## src/rtl/tt_pkg.sv

```systemverilog
package tt_pkg;
  // next count of a free-running timer on a tick
  function automatic logic [15:0] next_count(input logic [15:0] cur,
                                             input logic [15:0] period);
    return (cur == '0) ? period : cur - 16'd1;
  endfunction

  // serial bit as seen by the coupling
  function automatic logic eff_serial(input logic ser, input logic force_sp);
    return ser & ~force_sp;
  endfunction
endpackage

```

## src/rtl/tt_down_timer.sv

```systemverilog
module tt_down_timer #(
  parameter int CNT_W = 8
) (
  input  logic             clk,
  input  logic             rst_n,
  input  logic             tick,
  input  logic             load_now,
  input  logic [CNT_W-1:0] period,
  output logic             at_zero
);
  import tt_pkg::*;
  logic [CNT_W-1:0] count;
  logic [15:0]      nxt_wide;

  assign nxt_wide = next_count(16'(count), 16'(period));
  assign at_zero  = (count == '0);

  always_ff @(posedge clk or negedge rst_n) begin
    if (!rst_n)        count <= '0;
    else if (load_now) count <= period;
    else if (tick)     count <= nxt_wide[CNT_W-1:0];
  end


  load_value_chk: assert property (@(posedge clk) disable iff (!rst_n)
    load_now |=> count == $past(period));

  decrement_chk: assert property (@(posedge clk) disable iff (!rst_n)
    (tick && !load_now && count != '0) |=> count == $past(count) - 1'b1);

  idle_hold_chk: assert property (@(posedge clk) disable iff (!rst_n)
    (!tick && !load_now) |=> $stable(count));
endmodule

```

## src/rtl/tt_coupler.sv

```systemverilog
module tt_coupler (
  input  logic tick,
  input  logic restart,
  input  logic two_tone,
  input  logic ser_bit,
  input  logic force_space,
  input  logic zero_a,
  input  logic zero_b,
  output logic ev_a,
  output logic ev_b,
  output logic sync_a,
  output logic sync_b
);
  import tt_pkg::*;
  logic ser_eff;
  logic live;

  assign ser_eff = eff_serial(ser_bit, force_space);
  assign live    = tick & ~restart;
  // B has priority when both reach zero together in coupled mode
  assign ev_b    = live & zero_b;
  assign ev_a    = live & zero_a & ~(two_tone & zero_b);
  assign sync_a  = two_tone & ev_b;
  assign sync_b  = two_tone & ev_a & ser_eff;


  single_event_chk: assert final (!(two_tone && ev_a && ev_b));

  sync_excl_chk: assert final (!(sync_a && sync_b));
endmodule

```

## src/rtl/tt_tone_out.sv

```systemverilog
module tt_tone_out (
  input  logic clk,
  input  logic rst_n,
  input  logic event_in,
  output logic uflow,
  output logic sq
);
  always_ff @(posedge clk or negedge rst_n) begin
    if (!rst_n) begin
      uflow <= 1'b0;
      sq    <= 1'b0;
    end else begin
      uflow <= event_in;
      if (event_in) sq <= ~sq;
    end
  end


  toggle_on_uflow_chk: assert property (@(posedge clk) disable iff (!rst_n)
    uflow |-> sq != $past(sq));

  hold_no_uflow_chk: assert property (@(posedge clk) disable iff (!rst_n)
    !uflow |-> $stable(sq));
endmodule

```

## src/rtl/tone_pair_timers.sv

```systemverilog
module tone_pair_timers #(
  parameter int CNT_W = 8
) (
  input  logic             clk,
  input  logic             rst_n,
  input  logic             tick,
  input  logic             restart,
  input  logic             two_tone,
  input  logic             ser_bit,
  input  logic             force_space,
  input  logic [CNT_W-1:0] period_a,
  input  logic [CNT_W-1:0] period_b,
  output logic             uflow_a,
  output logic             uflow_b,
  output logic             sq_a,
  output logic             sq_b
);
  localparam int NCH = 2;

  logic [NCH-1:0]   zero_v, ev_v, sync_v, load_v, uflow_v, sq_v;
  logic [CNT_W-1:0] period_v [NCH];

  assign period_v[0] = period_a;
  assign period_v[1] = period_b;

  tt_coupler u_couple (
    .tick(tick), .restart(restart), .two_tone(two_tone),
    .ser_bit(ser_bit), .force_space(force_space),
    .zero_a(zero_v[0]), .zero_b(zero_v[1]),
    .ev_a(ev_v[0]), .ev_b(ev_v[1]),
    .sync_a(sync_v[0]), .sync_b(sync_v[1])
  );

  for (genvar ch = 0; ch < NCH; ch++) begin : g_chan
    assign load_v[ch] = restart | sync_v[ch];

    tt_down_timer #(.CNT_W(CNT_W)) u_tmr (
      .clk(clk), .rst_n(rst_n), .tick(tick), .load_now(load_v[ch]),
      .period(period_v[ch]), .at_zero(zero_v[ch])
    );

    tt_tone_out u_out (
      .clk(clk), .rst_n(rst_n), .event_in(ev_v[ch]),
      .uflow(uflow_v[ch]), .sq(sq_v[ch])
    );
  end

  assign uflow_a = uflow_v[0];
  assign uflow_b = uflow_v[1];
  assign sq_a    = sq_v[0];
  assign sq_b    = sq_v[1];


  restart_quiet_chk: assert property (@(posedge clk) disable iff (!rst_n)
    restart |=> !uflow_a && !uflow_b);

  no_tick_quiet_chk: assert property (@(posedge clk) disable iff (!rst_n)
    !tick |=> !uflow_a && !uflow_b);

  force_space_chk: assert property (@(posedge clk) disable iff (!rst_n)
    (two_tone && force_space && tick && !restart && zero_v[1]) |=> uflow_b);
endmodule

```

## config.mk

```make
export PLATFORM = sky130hd
export DESIGN_NAME = tone_pair_timers
export DESIGN_NICKNAME = d
export VERILOG_FILES = /design/src/rtl/tt_pkg.sv /design/src/rtl/tt_down_timer.sv /design/src/rtl/tt_coupler.sv /design/src/rtl/tt_tone_out.sv /design/src/rtl/tone_pair_timers.sv
export SDC_FILE = /design/constraint.sdc
export NUM_CORES = 1
export LEC_CHECK = 0
export ABC_AREA = 1
export BUFFER_PORTS_ARGS = -buffer_cell sky130_fd_sc_hd__buf_4
export CAP_MARGIN = 20
export CORE_ASPECT_RATIO = 0.75
export CORE_UTILIZATION = 45
export DETAILED_ROUTE_END_ITERATION = 7
export HOLD_SLACK_MARGIN = 0.08
export PLACE_DENSITY = 0.71
export SLEW_MARGIN = 20
export SYNTH_ARGS = -nofsm -noshare
export SYNTH_HDL_FRONTEND = slang
export SYNTH_HIERARCHICAL = 1
export SYNTH_SLANG_ARGS = --single-unit
```

## constraint.sdc

```tcl
create_clock -name clk -period 2.3 [get_ports clk]
set_input_delay 0.46 -clock clk [delete_from_list [all_inputs] [get_ports clk]]
set_output_delay 0.46 -clock clk [all_outputs]
set_load 0.01 [all_outputs]
```

==> reports/metrics.yaml, run 1 <==
fillCellCount: 310
cts_buffers: 3
grt_pass1_vias: 1176
coreArea_um2: 3063
crit_chain: "inv_1, ha_1, nand2_2, nor2_8, nand4_2, nor2_2, inv_1, nand2_2, nor2_4, inv_2, o21ai_0, nand2_1, nand2_1"
cts_buffer_depth: 2
clk_latency_ns: 0.26
hold_path_class: "input pin to flip-flop"
maxSlewViolCount: 0
ys_seq_area_share_pct: 33.36
critPathSlowestCell: "dfrtp_1"
dr.first_iter.drc_count: 70
critPathLaunchType: "flip-flop"
skew_ns: 0.002352
cts_tree: "built"
synth_flop_cell: "dfrtp_1"
dieArea_um2: 3571
htreeDepth: 1
required_ns: 2.46
worst_pin_slew_ns: 0.2692
grt_pass1_wl_mm: 5.464
yosysMostFrequentCell: "nand2_1"
vdd_drop_max_mv: 0.3380
io_pins: 27
yosysTopAreaCell: "dfrtp_1"
cts.sinks: 20
drive_gt1_share_pct: 23.14
tns_ns: 0
rsz0062_at_grt: "no"
synth_top_area_share_pct: 33.36
drt-wirelength-per-cell_um: 10.85
die_h_um: 52.01
post-route-period-util_pct: 87.56
start_util_pct: 48.98
synth.avg_cell_area_um2: 7.178
max_freq_ghz: 0.4966
die_w_um: 68.67
power_density_nw_per_um2: 573.0
synthTopCellsByArea: "dfrtp_1 33%, nand2_1 17%, inv_1 9.5%, nand3_1 7.3%, nor2_8 5.3%"
antenna_cells: 0
via_per_inst: 4.693
ant_nets: 0
synthTopCellsByCount: "67 x nand2_1, 38 x inv_1, 22 x nand3_1"
place_congestion: 0.8381
worstSetupEndpointType: "flip-flop"
root_buffer: "clkbuf_8"
power_leakage_nw: 1.022
outcome: "completed"
path_delay_family: "simple AND/OR/NAND/NOR gates"
area_growth_syn_to_layout_pct: 21.68
crit_buf_inv: 3
firstDrtPassIters: 4
dp_hpwl_mm: 2.389
ys.warnings.count: 6
grt_max_degree: 21
grt.total_usage_pct: 21.40
synth_cell_types: 21
synth-async-reset-ratio_pct: 100.0
dpl.cell_count: 275
yosys_register_bits: 20
setup_viol: 0
syn-cell-area_um2: 1500
nets: 270
synth_edf_count: 0
slowest_delay_ns: 0.39
relSlewSlack_pct: 81.98
antenna_found_initial: 0
row_count: 17
fin_crit_ns: 2.014
routed_wl_mm: 3.037
final_cell_count_no_fill: 280
synth_cells: 209
cap_violations: 0
path_clk_slew_ns: 0.07
mappedNetlistNets: 236
final-hold-violation-count: 0
via_count: 1314
cp.arrival_ns: 2.17
path_max_fanout: 9
port_buffers: 26
route.detailed.drc: 0
setup.worst_path.class: "flip-flop to flip-flop"
gr-total-overflow: 0
-- final cells by class --
class                           count  area, um^2  share of cell area [%]
Clock buffer                        4       55.05                   3.016
Sequential cell                    20       500.5                   27.42
Inverter                           40       150.1                   8.225
Timing Repair Buffer               29       220.2                   12.06
Tap cell                           38       47.55                   2.605
Multi-Input combinational cell    149       852.1                   46.68
-- layout by cell type (no fill, tap or decap) --
master         count
nand4_1            4
inv_1             38
a21oi_1            2
dlygate4sd3_1      1
nand2_4            2
nand3_1           22
nor2_8             4
nand3b_1           1
nand2_2            6
buf_4             28
clkbuf_8           4
dfrtp_1           20
nor2_2             1
o21ai_1            2
nor2_4             6
ha_1               4
nor2_1            14
xor2_1             4
nand2_1           66
inv_2              2
o21ai_4            2
nand4_2            1
o21ai_0            6
o21bai_1           2
-- cell families after synthesis --
family | Yosys count | share of synthesized area (%)
AOI/OAI and AO/OA | 14 | 6.505
xor gates and xnor gates | 4 | 2.335
adders and majority gates | 4 | 3.336
buffers and inverters | 40 | 10.01
DFF | 20 | 33.36
and+or+nand+nor | 127 | 44.45
-- per-layer routing --
| layer | track usage [%] | routed length, um | vias up |
|---|---|---|---|
| li1 | - | - | 709 |
| met1 | 33.33 | 1743 | 580 |
| met2 | 27.45 | 1136 | 21 |
| met3 | 4.825 | 115 | 4 |
| met4 | 8.333 | 42 | 0 |
| met5 | 0 | 0 | - |
-- repair_timing --
| item | in CTS | in global routing |
|---|---|---|
| resized for setup | 0 | 1 |
| setup endpoints to repair | 0 | 1 |
| hold buffers | 1 | 0 |
| endpoints found under the hold margin | 20 | 0 |
| setup buffers | 0 | 0 |
-- where the power goes --
part | switching [mW] | internal (mW)
Combinational | 0.180 | 0.130
Sequential | 0.0646 | 0.401
Clock | 0.117 | 0.152
Total | 0.362 | 0.684
-- final timing paths --
kind	start	endpoint	slack, ns	depth (start not counted)
min	period_b[0]	g_chan[1].u_tmr/count[0]$_DFFE_PN0P_	0.46	3
max reg2reg	g_chan[0].u_tmr/count[0]$_DFFE_PN0P_	g_chan[1].u_tmr/count[2]$_DFFE_PN0P_	0.29	13
min reg2reg	g_chan[1].u_out/sq$_DFFE_PN0P_	g_chan[1].u_out/sq$_DFFE_PN0P_	0.50	2
max in group asynchronous	rst_n	g_chan[1].u_out/sq$_DFFE_PN0P_	1.47	2
max	g_chan[0].u_tmr/count[0]$_DFFE_PN0P_	g_chan[1].u_tmr/count[2]$_DFFE_PN0P_	0.29	13
min in group asynchronous	rst_n	g_chan[1].u_tmr/count[0]$_DFFE_PN0P_	0.61	2
-- worst min-delay path, stage by stage --
cell      delay [ns]
buf_4           0.08
nor2_1          0.04
o21bai_1        0.12
-- through the flow --
| step | hold WS (ns) | setup slack [ns] | cell area [um^2] | util (%) | power [mW] |
|---|---|---|---|---|---|
| final | 0.4625 | 0.2862 | 1826 | 59.60 | 1.046 |
| after global routing | 0.4835 | 0.05667 | 1826 | 59.60 | 1.135 |
| after CTS | 0.4596 | 0.1688 | 1823 | 59.52 | 1.062 |
| after detailed placement | 0.3575 | 0.1849 | 1758 | 57.39 | 0.7815 |
| after global placement | 0.3546 | 0.2698 | 1758 | 57.39 | 0.7778 |
| after floorplan | 0.1644 | 0.3819 | 1500 | - | 0.6798 |
-- registers in the layout (all words and copies together), names as in the netlist --
signal / flops
g_chan.u_out/uflow: 2
g_chan.u_tmr/count: 16
g_chan.u_out/sq: 2
Note: power is estimated with default switching activity, not from simulation.
==> inputs of run 2 (changes only) <==
==> constraint.sdc (replaced) <==
create_clock -name clk -period 2.4 [get_ports clk]
set_input_delay 0.6 -clock clk [delete_from_list [all_inputs] [get_ports clk]]
set_output_delay 0.6 -clock clk [all_outputs]
set_load 0.01 [all_outputs]
==> run 2 against run 1 <==
Net effect: count of clock-buffer cells in the layout did not move; non-clock buffer count fell by 2; critical path type unchanged; worst setup slack improved by 0.034 ns; sequential share of layout area rose by 0.30 points.
==> reports/metrics.yaml, run 2 (same netlist as run 1, synthesis figures left out) <==
outcome: "completed"
drt-wirelength-per-cell_um: 11.00  # +1.4%
reg_top3: "g_chan.u_tmr/count: 16 flops, g_chan.u_out/sq: 2 flops, g_chan.u_out/uflow: 2 flops"
antenna_found_initial: 0  # unchanged
via_per_inst: 4.637  # -1.2%
worstSetupEndpointType: "flip-flop"
setup_viol: 0  # unchanged
multi_input_area_um2: 849.6  # -0.29%
layout_common_cells: "67 x nand2_1, 38 x inv_1, 27 x buf_4, 22 x nand3_1, 20 x dfrtp_1"
coreArea_um2: 3063  # unchanged
worst_pin_slew_ns: 0.2949  # +0.02570 ns
setup.worst_path.class: "flip-flop to flip-flop"
cts_setup_buffers: 0  # unchanged
ant_nets: 0  # unchanged
skew_ns: 0.006685  # +0.004333 ns
start_util_pct: 48.98  # unchanged
final-hold-violation-count: 0  # unchanged
post-route-period-util_pct: 86.65  # -0.91 points
cp.arrival_ns: 2.23  # +0.06 ns
grt_max_degree: 21  # unchanged
dr.first_iter.drc_count: 72  # +2.9%
required_ns: 2.56  # +0.10 ns
root_buffer: "clkbuf_8"
gr-total-overflow: 0  # unchanged
grt_pass1_vias: 1143  # -2.8%
via_count: 1289  # -1.9%
maxSlewViolCount: 0  # unchanged
cap_violations: 0  # unchanged
cts_resized: 0  # unchanged
path_clk_slew_ns: 0.08  # about the same
cts_buffers: 3  # unchanged
vdd_drop_max_mv: 0.4541  # +34%
firstDrtPassIters: 4  # unchanged
place_congestion: 0.8448  # +0.80%
regMostFlops: "g_chan.u_tmr/count"
relSlewSlack_pct: 80.29  # -1.7 points
max_freq_ghz: 0.4809  # -3.2%
row_count: 17  # unchanged
rrSetupSlack_ns: 0.32  # +0.03 ns
grt_pass1_wl_mm: 5.147  # -5.8%
port_buffers: 26  # unchanged
fillCellCount: 313  # +0.97%
dieArea_um2: 3571  # unchanged
power_leakage_nw: 1.013  # -0.88%
drive_gt1_share_pct: 22.50  # -0.64 points
route.detailed.drc: 0  # unchanged
routed_wl_mm: 3.057  # +0.66%
antenna_cells: 0  # unchanged
nets: 268  # -0.74%
final_common_cell: "nand2_1"
dp_hpwl_mm: 2.347  # -1.8%
die_w_um: 68.67  # unchanged
fin_crit_ns: 2.080  # +0.06579 ns
hold_buffers: 0  # -1
final-seq-area_um2: 500.5  # unchanged
rsz0062_at_grt: "no"
clk_latency_ns: 0.26  # about the same
cts.sinks: 20  # unchanged
power_density_nw_per_um2: 557.1  # -2.8%
finalPower_mw: 1.006  # -3.9%
critPathLaunchType: "flip-flop"
grt.total_usage_pct: 20.08  # -1.3 points
hold_path_class: "input pin to asynchronous set/reset pin"
largest_register_ffs: 16  # unchanged
htreeDepth: 1  # unchanged
die_h_um: 52.01  # unchanged
tns_ns: 0  # unchanged
area_growth_syn_to_layout_pct: 20.35
cts_buffer_depth: 2  # unchanged
path_max_fanout: 8  # -1
cts_tree: "built"
io_pins: 27  # unchanged
run 2: cell types whose count changed in the layout (fill, tap and decap cells not counted):
cell | before | now
nand2_2 | 6 | 5
dlygate4sd3_1 | 1 | 0
buf_4 | 28 | 27
nand2_1 | 66 | 67
run 2: worst paths after layout:
kind,to,depth (start not counted),from
worst min register to register,g_chan[1].u_out/sq$_DFFE_PN0P_,2,g_chan[1].u_out/sq$_DFFE_PN0P_
min in group clk,g_chan[1].u_out/sq$_DFFE_PN0P_,2,g_chan[1].u_out/sq$_DFFE_PN0P_
worst max register to register,g_chan[1].u_tmr/count[5]$_DFFE_PN0P_,13,g_chan[0].u_tmr/count[0]$_DFFE_PN0P_
max in group asynchronous,g_chan[0].u_tmr/count[0]$_DFFE_PN0P_,1,rst_n
worst max-delay path,g_chan[1].u_tmr/count[5]$_DFFE_PN0P_,13,g_chan[0].u_tmr/count[0]$_DFFE_PN0P_
worst min-delay path,g_chan[1].u_tmr/count[2]$_DFFE_PN0P_,1,rst_n
run 2: power breakdown:
part	internal, mW	total [mW]	switching [mW]
sequential	0.384	0.447	0.0629
clock	0.146	0.262	0.116
combinational	0.123	0.296	0.174
run 2: cell type report:
cell class,instances,area share [%]
inverters,40,8.316
well taps,38,2.633
multi-input cells,149,47.05
repair buffers,27,11.23
clock buffers,4,3.049
flip-flops and latches,20,27.72
run 2: metal layers:
metal  part of all wire, %  routed length, um  up-vias  track usage (%)
met5                     0                  0        -                0
li1                      -                  -      702                -
met3                   4.7                143        4            5.921
met2                    38               1153       29            26.47
met4                  0.75                 23        0            4.861
met1                    57               1736      554            30.99
run 2: critical path: stages, from the launching register on:
cell and delay, ns:
dfrtp_1 0.39, inv_1 0.15, ha_1 0.18, nand2_2 0.11, nor2_8 0.17, nand4_2 0.13, nor2_2 0.09, inv_1 0.04
nand2_1 0.22, inv_1 0.12, o21ai_4 0.14, nand2_1 0.10, nand3_1 0.09, nand2_1 0.05
run 2: metrics by stage:
stage	worst slack [ns]	util, %	cell area [um^2]	hold slack, ns	cells
3_3_place_gp	0.3705	57.15	1750	0.4860	274
3_5_place_dp	0.3166	57.15	1750	0.4982	274
5_1_grt	0.07271	58.95	1805	0.2109	278
2_1_floorplan	0.4819	-	1500	0.3044	209
6_report	0.3204	58.95	1805	0.2048	278
4_1_cts	0.3113	58.95	1805	0.2085	278
